**src/rtl/railmon_pkg.sv**
```systemverilog
package railmon_pkg;

  // Strobes issued by the control to the datapath registers.
  typedef struct packed {
    logic capture;
    logic clear;
  } strobe_t;

  // Registered health states produced by the datapath.
  typedef struct packed {
    logic       coreHigh;
    logic       coreLow;
    logic       busUv;
    logic [1:0] linUv;
    logic       ssAbove;
    logic       overVolt;
  } status_t;

  typedef enum logic [1:0] {
    BG_WAIT  = 2'd0,
    BG_ARMED = 2'd1,
    BG_GOOD  = 2'd2
  } busGoodState_e;

endpackage

```
**src/rtl/railmon_hyst.sv**
```systemverilog
module railmon_hyst
  import railmon_pkg::*;
#(
  parameter int W          = 12,
  parameter bit HIGH_SIDE  = 1'b0,
  parameter bit RESET_FLAG = 1'b1
) (
  input  logic         clk,
  input  strobe_t      strobe,
  input  logic [W-1:0] value,
  input  logic [W-1:0] setThr,
  input  logic [W-1:0] releaseThr,
  output logic         flag
);

  logic setHit;
  logic relHit;

  if (HIGH_SIDE) begin : g_high
    assign setHit = value > setThr;
    assign relHit = value < releaseThr;
  end else begin : g_low
    assign setHit = value < setThr;
    assign relHit = value > releaseThr;
  end

  always_ff @(posedge clk) begin
    if (strobe.clear) begin
      flag <= RESET_FLAG;
    end else if (strobe.capture) begin
      if (setHit) begin
        flag <= 1'b1;
      end else if (relHit) begin
        flag <= 1'b0;
      end
    end
  end

  AST_HOLD_WITHOUT_STROBE: assert property (@(posedge clk) disable iff (strobe.clear)
    !strobe.capture |=> $stable(flag)) else $error("hyst flag moved without strobe");

  AST_SET_ON_CROSS: assert property (@(posedge clk) disable iff (strobe.clear)
    (strobe.capture && setHit) |=> flag) else $error("hyst flag missed crossing");

endmodule

```
**src/rtl/railmon_datapath.sv**
```systemverilog
module railmon_datapath
  import railmon_pkg::*;
#(
  parameter int CODE_W   = 10,
  parameter int GFX_NOM  = 375,
  parameter int CHIP_NOM = 450,
  parameter int BUS_RISE = 270,
  parameter int BUS_HYST = 12,
  parameter int VALLEY   = 312
) (
  input  logic                   clk,
  input  strobe_t                strobe,
  input  logic [CODE_W-1:0]      coreRef,
  input  logic [CODE_W-1:0]      coreFb,
  input  logic [CODE_W-1:0]      busFb,
  input  logic [1:0][CODE_W-1:0] linFb,
  input  logic [CODE_W-1:0]      ssLevel,
  output status_t                status
);

  localparam int EW = CODE_W + 2;
  localparam logic [EW-1:0] BUS_RISE_C = EW'(BUS_RISE);
  localparam logic [EW-1:0] BUS_FALL_C = EW'(BUS_RISE - BUS_HYST);
  localparam logic [EW-1:0] VALLEY_C   = EW'(VALLEY);

  logic [EW-1:0] refX, coreX, busX, ssX;
  logic [EW-1:0] hiTrip, hiRelease, loTrip, loRelease, ovThr;

  assign refX  = EW'(coreRef);
  assign coreX = EW'(coreFb);
  assign busX  = EW'(busFb);
  assign ssX   = EW'(ssLevel);

  // Reference-relative thresholds, shift-and-add only.
  assign hiTrip    = refX + (refX >> 4) + (refX >> 5);
  assign hiRelease = refX + (refX >> 4) + (refX >> 7);
  assign loTrip    = refX - (refX >> 4) - (refX >> 5);
  assign loRelease = refX - (refX >> 4) - (refX >> 7);
  assign ovThr     = refX + (refX >> 3) + (refX >> 4) + (refX >> 6);

  railmon_hyst #(.W(EW), .HIGH_SIDE(1'b1), .RESET_FLAG(1'b0)) u_coreHigh (
    .clk(clk), .strobe(strobe), .value(coreX),
    .setThr(hiTrip), .releaseThr(hiRelease), .flag(status.coreHigh));

  railmon_hyst #(.W(EW), .HIGH_SIDE(1'b0), .RESET_FLAG(1'b1)) u_coreLow (
    .clk(clk), .strobe(strobe), .value(coreX),
    .setThr(loTrip), .releaseThr(loRelease), .flag(status.coreLow));

  railmon_hyst #(.W(EW), .HIGH_SIDE(1'b0), .RESET_FLAG(1'b1)) u_busUv (
    .clk(clk), .strobe(strobe), .value(busX),
    .setThr(BUS_FALL_C), .releaseThr(BUS_RISE_C), .flag(status.busUv));

  for (genvar g = 0; g < 2; g++) begin : g_lin
    localparam int NOM  = (g == 0) ? GFX_NOM : CHIP_NOM;
    localparam int RISE = NOM - (NOM >> 2);
    localparam int FALL = RISE - (NOM >> 4) - (NOM >> 7);
    railmon_hyst #(.W(EW), .HIGH_SIDE(1'b0), .RESET_FLAG(1'b1)) u_linUv (
      .clk(clk), .strobe(strobe), .value(EW'(linFb[g])),
      .setThr(EW'(FALL)), .releaseThr(EW'(RISE)), .flag(status.linUv[g]));
  end

  always_ff @(posedge clk) begin
    if (strobe.clear) begin
      status.ssAbove  <= 1'b0;
      status.overVolt <= 1'b0;
    end else if (strobe.capture) begin
      status.ssAbove  <= ssX >= VALLEY_C;
      status.overVolt <= coreX > ovThr;
    end
  end

  AST_OV_IMPLIES_HIGH: assert property (@(posedge clk) disable iff (strobe.clear)
    status.overVolt |-> status.coreHigh) else $error("overvoltage without high window");

  AST_WINDOW_EXCLUSIVE: assert property (@(posedge clk) disable iff (strobe.clear)
    !(status.coreHigh && status.coreLow)) else $error("core both high and low");

endmodule

```
**src/rtl/railmon_control.sv**
```systemverilog
module railmon_control
  import railmon_pkg::*;
(
  input  logic    clk,
  input  logic    rst,
  input  logic    sampleValid,
  input  logic    pwmPulse,
  input  logic    busUv,
  input  logic    ssAbove,
  output strobe_t strobe,
  output logic    busGood
);

  busGoodState_e state, stateNext;

  assign strobe.clear   = rst;
  assign strobe.capture = sampleValid && !rst;

  always_comb begin
    stateNext = state;
    if (busUv || !ssAbove) begin
      stateNext = BG_WAIT;
    end else begin
      unique case (state)
        BG_WAIT:  stateNext = BG_ARMED;
        BG_ARMED: if (pwmPulse) stateNext = BG_GOOD;
        BG_GOOD:  stateNext = BG_GOOD;
        default:  stateNext = BG_WAIT;
      endcase
    end
  end

  always_ff @(posedge clk) begin
    if (rst) state <= BG_WAIT;
    else     state <= stateNext;
  end

  assign busGood = (state == BG_GOOD);

  AST_GOOD_NEEDS_BUS: assert property (@(posedge clk) disable iff (rst)
    busGood |-> $past(!busUv && ssAbove)) else $error("bus good without healthy bus");

  AST_RISE_ON_PULSE: assert property (@(posedge clk) disable iff (rst)
    $rose(busGood) |-> $past(pwmPulse)) else $error("bus good rose without pulse");

endmodule

```
**src/rtl/railGoodMonitor.sv**
```systemverilog
module railGoodMonitor
  import railmon_pkg::*;
#(
  parameter int CODE_W   = 10,
  parameter int GFX_NOM  = 375,
  parameter int CHIP_NOM = 450,
  parameter int BUS_RISE = 270,
  parameter int BUS_HYST = 12,
  parameter int VALLEY   = 312
) (
  input  logic              clk,
  input  logic              rst,
  input  logic              sampleValid,
  input  logic [CODE_W-1:0] coreRef,
  input  logic [CODE_W-1:0] coreFb,
  input  logic [CODE_W-1:0] busFb,
  input  logic [CODE_W-1:0] gfxFb,
  input  logic [CODE_W-1:0] chipFb,
  input  logic [CODE_W-1:0] ssLevel,
  input  logic              pwmPulse,
  output logic              busGood,
  output logic              sysGood,
  output logic              overVolt
);

  strobe_t strobe;
  status_t status;
  logic [1:0][CODE_W-1:0] linFb;

  assign linFb = {chipFb, gfxFb};

  railmon_control u_control (
    .clk(clk), .rst(rst), .sampleValid(sampleValid), .pwmPulse(pwmPulse),
    .busUv(status.busUv), .ssAbove(status.ssAbove),
    .strobe(strobe), .busGood(busGood));

  railmon_datapath #(
    .CODE_W(CODE_W), .GFX_NOM(GFX_NOM), .CHIP_NOM(CHIP_NOM),
    .BUS_RISE(BUS_RISE), .BUS_HYST(BUS_HYST), .VALLEY(VALLEY)
  ) u_datapath (
    .clk(clk), .strobe(strobe), .coreRef(coreRef), .coreFb(coreFb),
    .busFb(busFb), .linFb(linFb), .ssLevel(ssLevel), .status(status));

  assign sysGood  = !status.coreHigh && !status.coreLow && !status.busUv && !(|status.linUv);
  assign overVolt = status.overVolt;

  AST_RESET_QUIET: assert property (@(posedge clk)
    rst |=> (!busGood && !sysGood && !overVolt)) else $error("flags not cleared by reset");

endmodule

```
**config.mk**
```make
export PLATFORM = sky130hd
export DESIGN_NAME = railGoodMonitor
export DESIGN_NICKNAME = d
export VERILOG_FILES = /design/src/rtl/railmon_pkg.sv /design/src/rtl/railmon_hyst.sv /design/src/rtl/railmon_datapath.sv /design/src/rtl/railmon_control.sv /design/src/rtl/railGoodMonitor.sv
export SDC_FILE = /design/constraint.sdc
export NUM_CORES = 1
export LEC_CHECK = 0
export BUFFER_PORTS_ARGS = -buffer_cell sky130_fd_sc_hd__buf_4
export CAP_MARGIN = 5
export CORE_MARGIN = 10
export CORE_UTILIZATION = 58
export DETAILED_ROUTE_END_ITERATION = 8
export PLACE_DENSITY_LB_ADDON = 0.1
export RECOVER_POWER = 100
export SYNTH_ARGS = -nofsm -noshare
export SYNTH_HDL_FRONTEND = slang
export SYNTH_SLANG_ARGS = --single-unit
```
**constraint.sdc**
```tcl
create_clock -name clk -period 8.75 [get_ports clk]
set_input_delay 0.875 -clock clk [delete_from_list [all_inputs] [get_ports clk]]
set_output_delay 0.875 -clock clk [all_outputs]
set_load 0.02 [all_outputs]
```
==> impl_metrics.env <==
export IMPL_worstReg2RegStart="u_datapath.u_coreLow.flag"
export IMPL_grt_overflow=0
export IMPL_gp_congestion=0.918
export IMPL_die_area_um2=11300
export IMPL_fin_tns_setup_ps=0
export IMPL_status="finished clean"
export IMPL_cts_tree="built"
export IMPL_yosysSeqAreaShare_pct=4.15
export IMPL_crit_path_start_kind="input pin"
export IMPL_fin_skew_ps=0.294
export IMPL_power_density_nw_per_um2=128
export IMPL_antenna_left=0
export IMPL_grtUsageTotal_pct=19.9
export IMPL_setup_violations_final=0
export IMPL_pre_cts_ws_ps=3000
export IMPL_path_class="input pin to flip-flop"
export IMPL_dp_cells=704
export IMPL_clk_pin_slew_ps=40
export IMPL_io_buffers=63
export IMPL_synth_top_area_share_pct=27.1
export IMPL_synth_async_reset_ratio_pct=0
export IMPL_intPower_mw=0.316
export IMPL_cts_repair_resize_count=0
export IMPL_pwr_share_seq_pct=7.6
export IMPL_fp_row_count=31
export IMPL_die_w_um=106
export IMPL_yosys_warnings=0
export IMPL_layout_setup_ws_ps=2490
export IMPL_die_h_um=106
export IMPL_antenna_found_initial=0
export IMPL_hold_slack_ps=455
export IMPL_slew_violations=0
export IMPL_synth_edf_count=0
export IMPL_yosys_register_bits=9
export IMPL_synthFlopType="dfxtp_1"
export IMPL_cap_violations=0
export IMPL_clkPwrFrac_pct=7.6
export IMPL_nNetsFinal=780
export IMPL_totalWireLength_um=11900
export IMPL_syn_num_nets=722
export IMPL_cp_data_required_time_ps=8820
export IMPL_p_sw_share_pct=49.8
export IMPL_rr_worst_depth=4
export IMPL_root_buffer="clkbuf_8"
export IMPL_synthToLayoutAreaGrowth_pct=13.2
export IMPL_place_hpwl_um=10200
export IMPL_top_level_ports=67
export IMPL_min_from="u_datapath.status[0]"
export IMPL_clock_latency_ps=230
export IMPL_finalHoldViolations=0
export IMPL_netlist_area_um2=4340
export IMPL_critPathMaxFanout=18
export IMPL_clockBufferDepth=2
export IMPL_worst_slew_pin_slew_ps=920
export IMPL_rrSetupSlack_ps=7390
export IMPL_yosysUniqueCellTypes=70
export IMPL_leakage_nw=2.26
export IMPL_hold_path_end="u_datapath.status[0]"
export IMPL_core_area_um2=7250
export IMPL_fin_area_um2=4910
export IMPL_syn_avg_cell_area_um2=7.86
export IMPL_power_switching_mw=0.313
export IMPL_postCtsHoldBufs=0
export IMPL_fin_crit_sh_pct=71.5
export IMPL_dr_pass1_iters=5
export IMPL_synthCells=552
export IMPL_crit_arrival_ps=6330
export IMPL_critPathCaptureType="flip-flop"
export IMPL_postPlaceCellArea_um2=4890
export IMPL_post_cts_setup_buffers=0
export IMPL_hp_class="flip-flop to flip-flop"
export IMPL_fin_crit_ps=6260
export IMPL_drcViolationCount=0
export IMPL_grt_max_degree=22
export IMPL_yosys_area_top_type="ha_1"
export IMPL_irDropWorstVdd_v=0.0000556
export IMPL_grt_pass1_wl_um=19200
export IMPL_comb_power_share_pct=84.7
export IMPL_cts_buffers=3
export IMPL_synthTopCellsByArea="ha_1 (27%), xnor2_1 (6.9%), fa_1 (5.5%), dfxtp_1 (4.2%), inv_1 (4.1%)"
export IMPL_drt_initial_drc_count=268
export IMPL_max_freq_mhz=160
export IMPL_grt_pass1_vias=4068
export IMPL_drive_gt1_share_pct=12.0
export IMPL_slew_headroom_pct=38.7
export IMPL_nFillCells=623
export IMPL_start_util_pct=59.8
export IMPL_wl_per_cell_um=16.8
export IMPL_hold_path_depth=2
export IMPL_rsz0062_at_grt="no"
export IMPL_viasPerCell=6.06
export IMPL_r2r_end="u_datapath.u_coreLow.flag"
export IMPL_fin_cells=708
export IMPL_htreeDepth=1
export IMPL_cts_sinks=9
export IMPL_antenna_cells=0
export IMPL_vias=4288
## synth_stat cells (11+ instances only)
master / count
ha_1: 94
inv_1: 47
nor2_1: 36
a21oi_1: 34
o21ai_0: 34
xnor2_1: 34
nand2_1: 20
nor2b_1: 18
xor2_1: 18
a21o_1: 17
a211oi_1: 15
nor3_1: 15
fa_1: 12
nand3_1: 12
nand2b_1: 11
## worst max-delay path: stages
cell and delay [ps]:
clkbuf_1 670, inv_1 420, ha_1 540, nor2_1 80, a21oi_1 230, xor2_1 400, ha_1 350, a21boi_0 150
or2_2 340, a211oi_1 290, xnor2_1 110, ha_1 300, o211ai_1 110, a2111oi_0 320, nor3_1 90, o31a_1 290
a2111oi_0 530, o41ai_1 210
## area by class of cell
type / count / area, um2 / share of cell area [%]
clock buffers: 4 / 45.0 / 0.917
inverters: 50 / 188 / 3.82
multi-input cells: 483 / 3930 / 80.0
flip-flops and latches: 9 / 180 / 3.67
well taps: 99 / 124 / 2.52
repair buffers: 63 / 447 / 9.10
## flip-flops by register name, summed over array words and instances, names as in the netlist
signal,count
u_datapath.u_coreLow.flag,1
u_datapath.g_lin.u_linUv.flag,2
u_datapath.u_busUv.flag,1
u_datapath.status,2
u_control.state,2
u_datapath.u_coreHigh.flag,1
## per-stage QoR
step	total power, mW	utilization (%)
after CTS	0.628	68.1
after floorplan	0.447	-
after detailed placement	0.576	67.4
after global placement	0.557	67.4
final	0.629	67.7
after global routing	0.703	67.7
## worst max-delay path by stage
stage,to,slack [ps],start,cells past startpoint
final,u_datapath.u_coreLow.flag,2490,coreRef[6],18
after global routing,u_datapath.u_coreLow.flag,2070,coreRef[6],18
after CTS,u_datapath.u_coreLow.flag,3220,coreRef[6],18
after detailed placement,u_datapath.u_coreLow.flag,3000,coreRef[6],18
after global placement,u_datapath.u_coreLow.flag,3030,coreRef[6],18
after floorplan,u_datapath.u_coreLow.flag,3660,coreRef[6],19
## cell families after synthesis
kind of cell	after synthesis	share of synthesized area, %
AO/OA/AOI/OAI	169	27.9
AND/OR/NAND/NOR	151	18.3
adder cells (fa/ha/maj)	106	32.6
buffers and inverters	60	5.33
XOR/XNOR	52	10.5
flip-flops	9	4.15
multiplexers	5	1.15
## placed cells by master, fill, tap and decap left out, types with 3 or more instances in the layout
master / synthesis / layout
ha_1: 94 / 94
buf_4: 0 / 55
inv_1: 47 / 47
nor2_1: 36 / 36
o21ai_0: 34 / 35
a21oi_1: 34 / 34
xnor2_1: 34 / 34
nand2_1: 20 / 20
xor2_1: 18 / 18
nor2b_1: 18 / 18
a21o_1: 17 / 17
nor3_1: 15 / 15
a211oi_1: 15 / 15
nand3_1: 12 / 12
fa_1: 12 / 12
nand2b_1: 11 / 11
o21a_1: 9 / 9
dfxtp_1: 9 / 9
clkbuf_1: 4 / 8
nand4_1: 7 / 7
nor4_1: 6 / 6
a2111oi_0: 6 / 6
or4_1: 5 / 5
or2_2: 5 / 5
mux2i_1: 5 / 5
o31a_1: 4 / 4
a21boi_0: 4 / 4
and3_1: 3 / 3
a211o_1: 3 / 3
a22o_1: 3 / 3
o31ai_1: 3 / 3
or3_1: 3 / 3
clkbuf_8: 0 / 3
## power by group through the flow
stage | Clock (mW) | Sequential [mW] | Combinational, mW
6_report | 0.0480 | 0.0480 | 0.533
5_1_grt | 0.0516 | 0.0484 | 0.603
4_1_cts | 0.0490 | 0.0480 | 0.531
3_5_place_dp | 0 | 0.0487 | 0.527
3_3_place_gp | 0 | 0.0487 | 0.509
2_1_floorplan | 0 | 0.0490 | 0.398
## metal layers
metal  GRT usage (%)  up-vias  part of all wire [%]  wire length [um]
met3            2.66       14                   7.2               854
met2            32.4      154                    43              5100
met5               0        -                     0                 0
met1            27.2     1950                    49              5780
met4            4.26        0                   1.3               157
li1                -     2170                     -                 -
Power figures use the tool's default switching activity.
